**src/rtl/cam_cfg_pkg.sv**
```systemverilog
package cam_cfg_pkg;
  typedef enum logic [1:0] {
    STEP_HOLD  = 2'b00,
    STEP_UP    = 2'b01,
    STEP_DOWN  = 2'b10,
    STEP_HOLD2 = 2'b11
  } step_e;

  localparam int WORD_W  = 15;
  localparam int STEP_LO = 2;
  localparam int RST_BIT = 15;
endpackage

```
**src/rtl/cam_cfg_bank.sv**
```systemverilog
module cam_cfg_bank #(
  parameter int W = 15,
  parameter logic [W-1:0] RST_WORD = '0
) (
  input  logic         clk,
  input  logic         rst_n,
  input  logic         clr,
  input  logic         wr_en,
  input  logic [W-1:0] wr_data,
  output logic [W-1:0] word
);
  always_ff @(posedge clk or negedge rst_n) begin
    if (!rst_n)     word <= RST_WORD;
    else if (clr)   word <= RST_WORD;
    else if (wr_en) word <= wr_data;
  end

  AST_CLR_VALUE: assert property (@(posedge clk) disable iff (!rst_n)
    clr |=> word == RST_WORD);
endmodule

```
**src/rtl/cam_addr_step.sv**
```systemverilog
module cam_addr_step
  import cam_cfg_pkg::*;
#(
  parameter int DEPTH = 1024,
  localparam int AW = (DEPTH > 1) ? $clog2(DEPTH) : 1
) (
  input  logic          clk,
  input  logic          rst_n,
  input  logic          clr,
  input  logic          ld,
  input  logic [AW-1:0] ld_val,
  input  logic          step_en,
  input  step_e         mode,
  output logic [AW-1:0] addr
);
  localparam logic [AW-1:0] LAST = AW'(DEPTH - 1);
  localparam logic [AW:0]   LIM  = (AW+1)'(DEPTH);

  logic          ld_ok;
  logic [AW-1:0] nxt;

  assign ld_ok = ld && ({1'b0, ld_val} < LIM);

  always_comb begin
    nxt = addr;
    if (ld_ok) nxt = ld_val;
    else if (step_en) begin
      unique case (mode)
        STEP_UP:   nxt = (addr == LAST) ? '0 : addr + AW'(1);
        STEP_DOWN: nxt = (addr == '0) ? LAST : addr - AW'(1);
        default:   nxt = addr;
      endcase
    end
  end

  always_ff @(posedge clk or negedge rst_n) begin
    if (!rst_n)   addr <= '0;
    else if (clr) addr <= '0;
    else          addr <= nxt;
  end

  AST_ADDR_IN_RANGE: assert property (@(posedge clk) disable iff (!rst_n)
    {1'b0, addr} < LIM);
  AST_HOLD_MODE: assert property (@(posedge clk) disable iff (!rst_n)
    (step_en && !ld && !clr && (mode == STEP_HOLD || mode == STEP_HOLD2)) |=> $stable(addr));
  AST_BAD_LOAD_NO_JUMP: assert property (@(posedge clk) disable iff (!rst_n)
    (ld && !clr && !step_en && ({1'b0, ld_val} >= LIM)) |=> $stable(addr));
endmodule

```
**src/rtl/cam_cfg_seq.sv**
```systemverilog
module cam_cfg_seq
  import cam_cfg_pkg::*;
#(
  parameter int DEPTH = 1024,
  parameter logic [14:0] RST_WORD = 15'h0000,
  localparam int AW = (DEPTH > 1) ? $clog2(DEPTH) : 1
) (
  input  logic          clk,
  input  logic          rst_n,
  input  logic          ctl_wr,
  input  logic [31:0]   ctl_wdata,
  input  logic [15:0]   status_hi,
  output logic [31:0]   ctl_rdata,
  input  logic          bank_set,
  input  logic          bank_val,
  input  logic          mem_access,
  input  logic          addr_ld,
  input  logic [AW-1:0] addr_ld_val,
  output logic [AW-1:0] addr_o,
  output logic [15:0]   cfg_o,
  output logic          cmp_req_o,
  output logic          soft_rst_o
);
  localparam int NBANK = 2;

  logic              sel;
  logic              do_rst;
  logic              do_store;
  logic [WORD_W-1:0] words [NBANK];
  logic [WORD_W-1:0] active;

  assign do_rst   = ctl_wr && !ctl_wdata[RST_BIT];
  assign do_store = ctl_wr &&  ctl_wdata[RST_BIT];

  for (genvar b = 0; b < NBANK; b++) begin : g_bank
    cam_cfg_bank #(.W(WORD_W), .RST_WORD(RST_WORD)) bank_i (
      .clk     (clk),
      .rst_n   (rst_n),
      .clr     (do_rst),
      .wr_en   (do_store && (sel == 1'(b))),
      .wr_data (ctl_wdata[WORD_W-1:0]),
      .word    (words[b])
    );
  end

  assign active    = words[sel];
  assign cfg_o     = {1'b0, active};
  assign ctl_rdata = {status_hi, 1'b0, active};

  always_ff @(posedge clk or negedge rst_n) begin
    if (!rst_n) begin
      sel        <= 1'b0;
      cmp_req_o  <= 1'b0;
      soft_rst_o <= 1'b0;
    end else begin
      cmp_req_o  <= do_store;
      soft_rst_o <= do_rst;
      if (do_rst)        sel <= 1'b0;
      else if (bank_set) sel <= bank_val;
    end
  end

  cam_addr_step #(.DEPTH(DEPTH)) step_i (
    .clk     (clk),
    .rst_n   (rst_n),
    .clr     (do_rst),
    .ld      (addr_ld),
    .ld_val  (addr_ld_val),
    .step_en (mem_access),
    .mode    (step_e'(active[STEP_LO +: 2])),
    .addr    (addr_o)
  );

  AST_RST_EXCLUSIVE: assert property (@(posedge clk) disable iff (!rst_n)
    soft_rst_o |-> !cmp_req_o);
  AST_RST_FOREGROUND: assert property (@(posedge clk) disable iff (!rst_n)
    soft_rst_o |-> (sel == 1'b0 && addr_o == '0));
  AST_RST_ONESHOT: assert property (@(posedge clk) disable iff (!rst_n)
    (soft_rst_o && !$past(do_rst)) |-> 1'b0);
  AST_BIT15_LOW: assert property (@(posedge clk) disable iff (!rst_n)
    !ctl_rdata[15] && cfg_o == ctl_rdata[15:0]);
  AST_OTHER_BANK_KEPT: assert property (@(posedge clk) disable iff (!rst_n)
    (do_store && !bank_set) |=> $stable(words[~sel]));
endmodule

```
**config.mk**
```make
export PLATFORM = sky130hd
export DESIGN_NAME = cam_cfg_seq
export DESIGN_NICKNAME = d
export VERILOG_FILES = /design/src/rtl/cam_cfg_pkg.sv /design/src/rtl/cam_cfg_bank.sv /design/src/rtl/cam_addr_step.sv /design/src/rtl/cam_cfg_seq.sv
export SDC_FILE = /design/constraint.sdc
export NUM_CORES = 1
export LEC_CHECK = 0
export ABC_AREA = 1
export ABC_CLOCK_PERIOD_IN_PS = 5200
export BUFFER_PORTS_ARGS = -buffer_cell sky130_fd_sc_hd__buf_2
export CAP_MARGIN = 40
export CORE_MARGIN = 2
export CORE_UTILIZATION = 45
export CTS_CLUSTER_SIZE = 16
export DETAILED_ROUTE_END_ITERATION = 8
export GPL_TIMING_DRIVEN = 0
export PLACE_DENSITY = 0.8
export SYNTH_ARGS = -nofsm -noshare
export SYNTH_HDL_FRONTEND = slang
export SYNTH_HIERARCHICAL = 1
export SYNTH_SLANG_ARGS = --single-unit
```
**constraint.sdc**
```tcl
create_clock -name clk -period 5.2 [get_ports clk]
set_input_delay 0.52 -clock clk [delete_from_list [all_inputs] [get_ports clk]]
set_output_delay 0.52 -clock clk [all_outputs]
set_load 0.02 [all_outputs]
```
==> flow_summary.json <==
{
  "coreArea_sq_um": 6314,
  "synth_seq_area_share_pct": 36.72,
  "setup-tns-final_ns": 0,
  "synth_top_area_share_pct": 36.72,
  "final_net_count": 587,
  "clk_pin_slew_ns": 0.10,
  "antenna_found_initial": 0,
  "rsz0062_at_grt": "no",
  "antenna_cells": 0,
  "finalWirelength_mm": 7.083,
  "h-tree-depth": 2,
  "switchingPower_uw": 411.4,
  "fin_ws_ns": 2.881,
  "peakVddDrop_uv": 182.8,
  "insertion_delay_ns": 0.30,
  "fin_util_pct": 56.96,
  "r2r_start": "sel$_DFFE_PN0P_",
  "cp-end-kind": "flip-flop",
  "synth_top_cells_by_count": "170 x nand2_1, 49 x nand3_1, 43 x dfrtp_1",
  "max_clock_freq_ghz": 0.4313,
  "viasPerCell": 4.868,
  "finalCritPeriodShare_pct": 44.59,
  "gp_congestion": 0.9364,
  "post-place-ws_ns": 2.894,
  "cts_tree": "done",
  "synth_area_per_cell_sq_um": 6.977,
  "synth_edf_count": 0,
  "synth_top_area_cell": "dfrtp_1",
  "sw_frac_of_total_pct": 39.89,
  "dr.pass1.iters": 4,
  "placed_cell_area_sq_um": 3501,
  "rows": 29,
  "clock_skew_ns": 0.006986,
  "grt_pass1_vias": 2711,
  "seq_power_share_pct": 39.9,
  "numClockSinks": 43,
  "p_leak_nw": 2.176,
  "clockBufferDepth": 2,
  "grt_util_all_layers_pct": 20.32,
  "dp_hpwl_mm": 5.444,
  "cts_inserted_buffers": 5,
  "grt_pass1_wl_mm": 11.90,
  "hp-class": "primary input to asynchronous set/reset pin",
  "drc": 0,
  "ys_types": 26,
  "required_ns": 5.37,
  "final_max_slew_viol_count": 0,
  "async_reset_ff_share_pct": 100.0,
  "numPortBuffers": 90,
  "grt.overflow.total": 0,
  "cts_resized": 0,
  "p_int_uw": 619.9,
  "ant_nets": 0,
  "max_cap_violations": 0,
  "p_total_mw": 1.031,
  "dr_total_vias": 2906,
  "setup_viol": 0,
  "cts.hold.buffers_added": 0,
  "r2r_cells": 13,
  "wl_per_cell_um": 11.86,
  "synthCells": 420,
  "path_max_fanout": 10,
  "hold_viol_final": 0,
  "clockPowerShare_pct": 22.2,
  "netlist_area_sq_um": 2930,
  "dieArea_sq_um": 7173,
  "synth_flop_cell": "dfrtp_1",
  "ios": 125,
  "status": "complete, no violations",
  "period_needed_ns": 2.319,
  "die_y_um": 84.70,
  "ys_seq_elements": 43,
  "final_area_sq_um": 3596,
  "yosysMostFrequentCell": "nand2_1",
  "power_density_nw_per_um2": 286.8,
  "cp-start-kind": "flip-flop",
  "layout-drive-gt1-share_pct": 33.65,
  "die_w_um": 84.70,
  "area_growth_pct": 22.72,
  "ys_top_cells_by_area": "dfrtp_1 37%, nand2_1 22%, buf_4 9.5%",
  "cts-root-buf": "clkbuf_8",
  "arrival_ns": 2.49,
  "worstSetupPathType": "flip-flop to flip-flop",
  "grt_max_degree": 38,
  "drtIter0Drc": 124,
  "nFillCells": 640,
  "startpoint": "sel$_DFFE_PN0P_",
  "start_util_pct": 46.41,
  "p_comb_share_pct": 37.9,
  "post_cts_buffers": 0,
  "yosysWarningCount": 6
}
## metal layers
metal	part of all wire, %	GRT usage, %	vias to the layer above
met2	51	36.72	111
met4	0.92	4.762	0
met3	6.7	3.736	9
met5	0	0	-
li1	-	-	1461
met1	42	25.08	1325
## sequential cells by signal (all words and copies together) (netlist names)
register and flops:
cmp_req_o 1, sel 1, step_i/addr 10, g_bank.bank_i/word 30, soft_rst_o 1
## worst paths after layout
check / to / slack (ns)
worst max-delay path: step_i/addr[0]$_DFFE_PN0P_ / 2.88
worst min-delay path: g_bank[0].bank_i/word[9]$_DFFE_PN0P_ / 0.04
worst max register to register: step_i/addr[0]$_DFFE_PN0P_ / 2.88
worst min register to register: g_bank[0].bank_i/word[5]$_DFFE_PN0P_ / 0.48
max in group asynchronous: step_i/addr[1]$_DFFE_PN0P_ / 4.70
min in group clk: sel$_DFFE_PN0P_ / 0.45
## per-stage QoR
step	std cells	hold slack (ns)
after floorplan	421	0.2244
after global placement	588	0.4533
after detailed placement	589	0.3762
after CTS	597	0.03820
after global routing	597	0.02455
final	597	0.03955
## cells in the final DEF, fill, tap and decap left out, drive strengths merged, types with 2 or more instances in the layout
| cell | synthesis | routed |
|---|---|---|
| buf | 48 | 139 |
| clkbuf | 1 | 6 |
| conb | 1 | 2 |
| dfrtp | 43 | 43 |
| ha | 3 | 3 |
| inv | 29 | 31 |
| nand2 | 182 | 182 |
| nand3 | 50 | 50 |
| nand4 | 3 | 3 |
| nor2 | 42 | 42 |
| o21ai | 14 | 14 |
## power groups by stage
stage               Sequential (mW)  Clock (mW)  Combinational (mW)
floorplan                     0.429           0               0.262
global placement              0.415           0               0.382
detailed placement            0.418           0               0.392
CTS                           0.411       0.236               0.393
global route                  0.418       0.251               0.437
finish                        0.411       0.229               0.391
## area by class of cell
cell class | instances | area [sq um] | area share [%]
clock buffers | 5 | 68.82 | 1.914
flip-flops and latches | 43 | 1076 | 29.92
clock inverters | 3 | 26.28 | 0.7307
inverters | 29 | 116.4 | 3.236
multi-input cells | 300 | 1340 | 37.27
plain buffers | 49 | 401.6 | 11.17
well taps | 77 | 96.34 | 2.679
repair buffers | 91 | 470.5 | 13.08
## critical path, cell delays in order (launching register included)
cell     delay, ns
dfrtp_1       0.35
buf_6         0.15
buf_4         0.18
nand2_1       0.06
nand2_1       0.11
inv_1         0.05
ha_1          0.27
o21ai_0       0.10
nor2_2        0.36
nor2_1        0.12
inv_1         0.21
nor2_1        0.08
nand2_1       0.06
o21ai_0       0.08
## cells by family after synthesis
logic type,after synthesis,synth area share [%]
compound gates,17,3.117
other cells,1,0.1280
flops,43,36.72
simple gates,278,41.08
buf+inv,78,17.68
fa+ha+maj,3,1.281
Power figures use the tool's default switching activity.
